===== src/rtl/swire_pkg.sv =====
package swire_pkg;

  typedef enum logic [1:0] {
    PH_IDLE,
    PH_SLOT,
    PH_PRES,
    PH_DRAIN
  } phase_e;

  function automatic int unsigned umax(input int unsigned a, input int unsigned b);
    return (a > b) ? a : b;
  endfunction

endpackage


===== src/rtl/swire_timing_sel.sv =====
module swire_timing_sel #(
  parameter int unsigned CW         = 16,
  parameter bit          OD_SUPPORT = 1'b1,
  parameter int unsigned STD_SAMPLE = 1500,
  parameter int unsigned STD_HOLD   = 1500,
  parameter int unsigned STD_PDH    = 1500,
  parameter int unsigned STD_PDL    = 6000,
  parameter int unsigned OD_SAMPLE  = 150,
  parameter int unsigned OD_HOLD    = 150,
  parameter int unsigned OD_PDH     = 100,
  parameter int unsigned OD_PDL     = 400
) (
  input  logic          od_slot,
  input  logic          od_pres,
  output logic [CW-1:0] sample_at,
  output logic [CW-1:0] hold_len,
  output logic [CW-1:0] pdh_len,
  output logic [CW-1:0] pdl_len
);

  generate
    if (OD_SUPPORT) begin : g_dual
      assign sample_at = od_slot ? CW'(OD_SAMPLE) : CW'(STD_SAMPLE);
      assign hold_len  = od_slot ? CW'(OD_HOLD)   : CW'(STD_HOLD);
      assign pdh_len   = od_pres ? CW'(OD_PDH)    : CW'(STD_PDH);
      assign pdl_len   = od_pres ? CW'(OD_PDL)    : CW'(STD_PDL);
    end else begin : g_single
      logic unused_od;
      assign unused_od = od_slot ^ od_pres;
      assign sample_at = CW'(STD_SAMPLE);
      assign hold_len  = CW'(STD_HOLD);
      assign pdh_len   = CW'(STD_PDH);
      assign pdl_len   = CW'(STD_PDL);
    end
  endgenerate

endmodule


===== src/rtl/swire_reset_class.sv =====
module swire_reset_class #(
  parameter int unsigned CW      = 16,
  parameter int unsigned STD_RST = 24000,
  parameter int unsigned OD_RST  = 2400,
  parameter int unsigned OD_KEEP = 4000
) (
  input  logic          od,
  input  logic [CW-1:0] low_len,
  output logic          is_rst,
  output logic          od_after
);

  logic long_std;
  logic long_od;
  logic short_keep;

  assign long_std   = (low_len >= CW'(STD_RST));
  assign long_od    = (low_len >= CW'(OD_RST));
  assign short_keep = (low_len <= CW'(OD_KEEP));

  always_comb begin
    if (od) begin
      is_rst   = long_od;
      od_after = short_keep && !long_std;
    end else begin
      is_rst   = long_std;
      od_after = 1'b0;
    end
  end

endmodule


===== src/rtl/swire_pres_gen.sv =====
module swire_pres_gen #(
  parameter int unsigned CW = 16
) (
  input  logic          clk,
  input  logic          rst,
  input  logic          start,
  input  logic [CW-1:0] pdh_len,
  input  logic [CW-1:0] pdl_len,
  output logic          pull,
  output logic          done
);

  typedef enum logic [1:0] {PG_IDLE, PG_GAP, PG_DRIVE} pg_e;

  pg_e           ph_q;
  logic [CW-1:0] cnt_q;
  logic [CW-1:0] pdh_q;
  logic [CW-1:0] pdl_q;

  always_ff @(posedge clk) begin
    if (rst) begin
      ph_q  <= PG_IDLE;
      cnt_q <= '0;
      pdh_q <= '0;
      pdl_q <= '0;
      pull  <= 1'b0;
      done  <= 1'b0;
    end else begin
      done <= 1'b0;
      unique case (ph_q)
        PG_IDLE: begin
          if (start) begin
            ph_q  <= PG_GAP;
            cnt_q <= CW'(1);
            pdh_q <= pdh_len;
            pdl_q <= pdl_len;
          end
        end
        PG_GAP: begin
          if (cnt_q >= pdh_q) begin
            ph_q  <= PG_DRIVE;
            pull  <= 1'b1;
            cnt_q <= CW'(1);
          end else begin
            cnt_q <= cnt_q + CW'(1);
          end
        end
        PG_DRIVE: begin
          if (cnt_q >= pdl_q) begin
            ph_q <= PG_IDLE;
            pull <= 1'b0;
            done <= 1'b1;
          end else begin
            cnt_q <= cnt_q + CW'(1);
          end
        end
        default: ph_q <= PG_IDLE;
      endcase
    end
  end

endmodule


===== src/rtl/swire_slave_phy.sv =====
module swire_slave_phy
  import swire_pkg::*;
#(
  parameter bit          OD_SUPPORT = 1'b1,
  parameter int unsigned STD_SAMPLE = 1500,
  parameter int unsigned STD_HOLD   = 1500,
  parameter int unsigned STD_RST    = 24000,
  parameter int unsigned STD_PDH    = 1500,
  parameter int unsigned STD_PDL    = 6000,
  parameter int unsigned OD_SAMPLE  = 150,
  parameter int unsigned OD_HOLD    = 150,
  parameter int unsigned OD_RST     = 2400,
  parameter int unsigned OD_KEEP    = 4000,
  parameter int unsigned OD_PDH     = 100,
  parameter int unsigned OD_PDL     = 400
) (
  input  logic clk,
  input  logic rst,
  input  logic line_in,
  input  logic od_set,
  input  logic tx_en,
  input  logic tx_bit,
  output logic line_pull,
  output logic rx_valid,
  output logic rx_bit,
  output logic rst_pulse,
  output logic od_active
);

  localparam int unsigned MAXV = umax(umax(STD_RST, OD_KEEP),
                                      umax(STD_PDL, umax(STD_PDH + OD_PDL,
                                      STD_SAMPLE + STD_HOLD))) + 2;
  localparam int unsigned CW   = $clog2(MAXV) + 1;
  localparam logic [CW-1:0] CNT_TOP = '1;

  phase_e        ph_q;
  logic [CW-1:0] cnt_q;
  logic          rose_q;
  logic          zero_q;
  logic          slot_pull_q;
  logic          od_q;

  logic [CW-1:0] sample_at;
  logic [CW-1:0] hold_len;
  logic [CW-1:0] pdh_len;
  logic [CW-1:0] pdl_len;
  logic          is_rst;
  logic          od_after;
  logic          rst_evt;
  logic          pres_pull;
  logic          pres_done;
  logic          send_zero;

  swire_timing_sel #(
    .CW(CW), .OD_SUPPORT(OD_SUPPORT),
    .STD_SAMPLE(STD_SAMPLE), .STD_HOLD(STD_HOLD),
    .STD_PDH(STD_PDH), .STD_PDL(STD_PDL),
    .OD_SAMPLE(OD_SAMPLE), .OD_HOLD(OD_HOLD),
    .OD_PDH(OD_PDH), .OD_PDL(OD_PDL)
  ) u_tsel (
    .od_slot  (od_q),
    .od_pres  (od_after),
    .sample_at(sample_at),
    .hold_len (hold_len),
    .pdh_len  (pdh_len),
    .pdl_len  (pdl_len)
  );

  swire_reset_class #(
    .CW(CW), .STD_RST(STD_RST), .OD_RST(OD_RST), .OD_KEEP(OD_KEEP)
  ) u_rcls (
    .od      (od_q),
    .low_len (cnt_q),
    .is_rst  (is_rst),
    .od_after(od_after)
  );

  // a reset ends at the first high level seen after a long enough low run
  assign rst_evt   = (ph_q == PH_SLOT) && !rose_q && line_in && is_rst;
  assign send_zero = tx_en && !tx_bit;

  swire_pres_gen #(.CW(CW)) u_pres (
    .clk    (clk),
    .rst    (rst),
    .start  (rst_evt),
    .pdh_len(pdh_len),
    .pdl_len(pdl_len),
    .pull   (pres_pull),
    .done   (pres_done)
  );

  // speed register: reset classification has priority over an upper-layer request
  always_ff @(posedge clk) begin
    if (rst) begin
      od_q <= 1'b0;
    end else if (rst_evt) begin
      od_q <= od_after;
    end else if (od_set && OD_SUPPORT) begin
      od_q <= 1'b1;
    end
  end

  always_ff @(posedge clk) begin
    if (rst) begin
      ph_q        <= PH_IDLE;
      cnt_q       <= '0;
      rose_q      <= 1'b0;
      zero_q      <= 1'b0;
      slot_pull_q <= 1'b0;
      rx_valid    <= 1'b0;
      rx_bit      <= 1'b0;
      rst_pulse   <= 1'b0;
    end else begin
      rx_valid  <= 1'b0;
      rst_pulse <= 1'b0;
      unique case (ph_q)
        PH_IDLE: begin
          if (!line_in) begin
            ph_q        <= PH_SLOT;
            cnt_q       <= CW'(1);
            rose_q      <= 1'b0;
            zero_q      <= send_zero;
            slot_pull_q <= send_zero;
          end
        end
        PH_SLOT: begin
          if (cnt_q != CNT_TOP) begin
            cnt_q <= cnt_q + CW'(1);
          end
          if (cnt_q == sample_at) begin
            rx_valid <= 1'b1;
            rx_bit   <= line_in;
          end
          slot_pull_q <= zero_q && (cnt_q < hold_len);
          if (rose_q && (cnt_q > sample_at) && (cnt_q > hold_len)) begin
            ph_q <= PH_IDLE;
          end
          if (!rose_q && line_in) begin
            if (rst_evt) begin
              ph_q        <= PH_PRES;
              rst_pulse   <= 1'b1;
              slot_pull_q <= 1'b0;
            end else begin
              rose_q <= 1'b1;
            end
          end
        end
        PH_PRES: begin
          if (pres_done) begin
            ph_q <= PH_DRAIN;
          end
        end
        PH_DRAIN: begin
          if (line_in) begin
            ph_q <= PH_IDLE;
          end
        end
        default: ph_q <= PH_IDLE;
      endcase
    end
  end

  assign line_pull = slot_pull_q | pres_pull;
  assign od_active = od_q;

endmodule


===== config.mk =====
export PLATFORM = sky130hd
export DESIGN_NAME = swire_slave_phy
export DESIGN_NICKNAME = d
export VERILOG_FILES = /design/src/rtl/swire_pkg.sv /design/src/rtl/swire_timing_sel.sv /design/src/rtl/swire_reset_class.sv /design/src/rtl/swire_pres_gen.sv /design/src/rtl/swire_slave_phy.sv
export SDC_FILE = /design/constraint.sdc
export NUM_CORES = 1
export LEC_CHECK = 0
export ABC_AREA = 1
export ABC_CLOCK_PERIOD_IN_PS = 3270
export BUFFER_PORTS_ARGS = -buffer_cell sky130_fd_sc_hd__buf_4
export CAP_MARGIN = 20
export CORE_ASPECT_RATIO = 1.2
export CORE_MARGIN = 2
export CORE_UTILIZATION = 65
export CTS_BUF_LIST = sky130_fd_sc_hd__clkbuf_16
export DETAILED_ROUTE_END_ITERATION = 12
export GPL_TIMING_DRIVEN = 1
export MAX_ROUTING_LAYER = met4
export PLACE_DENSITY = 0.91
export REMOVE_ABC_BUFFERS = 1
export SYNTH_ARGS = -nofsm -noshare
export SYNTH_HDL_FRONTEND = slang
export SYNTH_HIERARCHICAL = 1
export SYNTH_SLANG_ARGS = --single-unit

===== constraint.sdc =====
create_clock -name clk -period 3.27 [get_ports clk]
set_input_delay 0.327 -clock clk [delete_from_list [all_inputs] [get_ports clk]]
set_output_delay 0.327 -clock clk [all_outputs]
set_load 0.05 [all_outputs]

==> results.ini <==
[clock_network]
cts_buffers = 9
cts_hold_buf = 0
cts-root-buf = clkbuf_16
cts_sinks = 77
cts_tree = done
post_cts_buffers = 0
ctsResizeCount = 0
path_clk_slew_ns = 0.06
clockBufferDepth = 2
htree_num_levels = 3
insertion_delay_ns = 0.34

[final_layout]
syn_to_final_growth_pct = 2.069
seq_area_um2 = 1541
multi_input_area_um2 = 3535
layout.nets = 955
antenna_cells = 0
drive_above_1_share = 0.07022
finalCoreUtilization = 0.6834
fillers = 760

[logic_synthesis]
netlist_area_um2 = 6048
synth.distinct_cells = 42
ys_warn_count = 6
synthSimpleGateAreaFrac = 0.2638
ys.flop_type = dfxtp_1
synth_xor_xnor_area_share = 0.02607
synth_top_family_by_area = simple AND/OR/NAND/NOR gates
synth_compound_gate_area_share = 0.1216
synthMuxAreaShare = 0
async_flop_share = 0
yosysTopAreaCellShare = 0.2549
synth_top_area_cell = dfxtp_1
synth.ff_latch_count = 77
synth_area_leaders = dfxtp_1 (25%), ha_1 (15%), nand2_1 (10%), inv_1 (8.8%), buf_4 (7.8%)
synth_fa_ha_area_frac = 0.1469
synth_edf_count = 0
synth_area_per_cell_um2 = 6.765
synth-seq-area-share = 0.2549
synth_cells = 894

[grt]
grt_pass1_vias = 4947
gr-usage-all-layers = 0.2674
grt_overflow = 0
grt_max_degree = 64
use_met3 = 0.04112
grt_pass1_wl_um = 21100
met1_usage = 0.2807
grt_busiest_layer = met2
antenna_found_initial = 0
met2_usage = 0.4737

[sta]
setup_viol = 0
timing.slew.headroom = 0.6384
finalHoldViolCount = 0
skew_ns = 0.008261
rsz0062_at_grt = no
final_max_slew_viol_count = 0
worst_pin_slew_ns = 0.5424
fmax_mhz = 393.5
fin_crit_sh = 0.7771
tns_ns = 0
min_period_ns = 2.541

[drt]
post_drt_wl_per_cell_um = 12.37
drtPass1Iterations = 5
routed-via-count = 5198
via_per_inst = 5.182
drt_iter0_drc = 226
wirelength_um = 12400
drc = 0
drt.antenna.violating_nets = 0

[run]
max_cap_viol_count = 0

[floorplan]
coreArea_um2 = 9034
die_area_um2 = 10100
start_util = 0.6695
die_x_um = 92.06
io_pins = 11
rows = 38
fp.dieH_um = 109.7

[critical_path]
reg2reg_to = u_pres/cnt_q[0]
reg2reg_depth = 16
cp_top_family = simple AND/OR/NAND/NOR gates
endpoint = u_pres/cnt_q[0]
crit_slowest_cell = dfxtp_1
path_max_fanout = 24
cp_num_cells = 16
cpMostUsedCell = nand2_1
r2r_setup_slack_ns = 0.73
critPathLaunch = cnt_q[14]
end_kind = register
critical_path_class = register to register
timing.rr.start = cnt_q[14]
slowest_delay_ns = 0.49
worstPathRequired_ns = 3.51
path_cells = nand2_1 -> inv_1 -> nand2_2 -> nor2_1 -> nor2_1 -> nand2_1 -> nand2_1 -> nand2_1 -> nand2_1 -> nor2_1 -> inv_1 -> a21oi_1 -> nand2_4 -> inv_4 -> nand3_1 -> and2_1
critPathLaunchType = register
cp_num_buf_inv = 3
cp_data_arrival_time_ns = 2.78

[min_path]
hold_depth = 3
hp-start = od_set
hold_path_class = input port to register

[placed_design]
io_buffer_count = 10
gp_congestion = 0.9348
dpl.hpwl_um = 8961

[power]
power_leakage_uw = 0.003015
ir_worst_vdd_mv = 0.3928
power.density_nw_per_um2 = 503.5

[status]
status = finished, final reports clean

-- synthesized netlist by cell type, types with 2 or more instances --
cell / number
buf_6: 2
buf_2: 2
o21ai_0: 44
a21oi_1: 82
xor2_1: 17
nand2_1: 163
o21bai_1: 2
nor2_2: 3
nor3_1: 13
ha_1: 71
nor3_2: 3
o21ai_1: 3
nand2_4: 3
nand2_2: 5
a21oi_2: 2
inv_2: 3
inv_4: 2
nor2_1: 91
nand3_1: 48
inv_1: 142
clkbuf_1: 12
o21a_1: 2
nand4_1: 13
buf_4: 63
nand3_2: 3
conb_1: 2
dfxtp_1: 77
or2_2: 6
nand3b_1: 2
-- worst reg2reg max path, delay by kind of cell, from the launching register on --
| family | cells | cell delay [ns] |
|---|---|---|
| buf+inv | 3 | 0.39 |
| simple gates | 12 | 1.18 |
| compound gates | 1 | 0.37 |
| flops | 1 | 0.49 |
-- worst min-delay path by stage --
stage / to / slack (ns)
CTS: od_active / 0.28
finish: od_active / 0.28
global route: od_active / 0.31
global placement: u_pres/pdl_q[15] / 0.44
floorplan: cnt_q[15] / 0.39
detailed placement: u_pres/pdh_q[14] / 0.45
-- logic make-up after synthesis --
kind of cell	after synthesis
simple gates	359
buf+inv	227
compound gates	140
flops	77
fa+ha+maj	71
xor+xnor	18
other cells	2
-- final cells by class --
class	instances	area share
clock buffer	9	0.03648
clock inverter	7	0.01094
inverter	147	0.09019
multi-input combinational	630	0.5726
sequential	77	0.2497
tap	120	0.02432
timing repair buffer	13	0.01581
-- per-layer routing --
metal | vias to the layer above | wire length, um
li1 | 2713 | -
met1 | 2289 | 4937
met2 | 148 | 6277
met3 | 48 | 572
met4 | 0 | 617
met5 | - | 0
-- where the power goes --
group          total, uW  switching (uW)  internal, uW  leakage (uW)
Sequential          1100            97.9          1000      0.000624
Combinational       1030             667           361       0.00226
Clock                979             394           585      0.000133
-- state kept, by name, indices dropped and copies added (netlist names), 2 cells and up, named ones only --
signal,flops
u_pres/cnt_q,16
cnt_q,16
u_pres/pdh_q,16
u_pres/ph_q,2
u_pres/pdl_q,16
-- stage by stage --
step / cell area, um2 / cells / setup WS [ns] / total power [uW] / hold slack [ns]
floorplan: 5633 / 854 / 0.8472 / 1882 / 0.3894
global placement: 5881 / 987 / 0.9124 / 2089 / 0.4450
detailed placement: 5881 / 987 / 0.8030 / 2126 / 0.4516
CTS: 6173 / 1003 / 0.7563 / 3112 / 0.2780
global route: 6173 / 1003 / 0.4391 / 3332 / 0.3076
finish: 6173 / 1003 / 0.7289 / 3108 / 0.2798
-- placed cells by master (no fill, tap or decap), types with 2 or more instances in the layout --
cell and n:
nand2_1 163, inv_1 143, nor2_1 91, a21oi_1 82, dfxtp_1 77, ha_1 71, nand3_1 48, o21ai_0 44
conb_1 42, xor2_1 17, nor3_1 13, nand4_1 13, buf_4 13, clkbuf_16 9, or2_2 6, nand2_2 5
clkinvlp_4 4, inv_2 3, nand2_4 3, o21ai_1 3, nor3_2 3, nand3_2 3, nor2_2 3, inv_4 2
a21oi_2 2, nand3b_1 2, o21bai_1 2, o21a_1 2
Note: power is estimated with default switching activity, not from simulation.
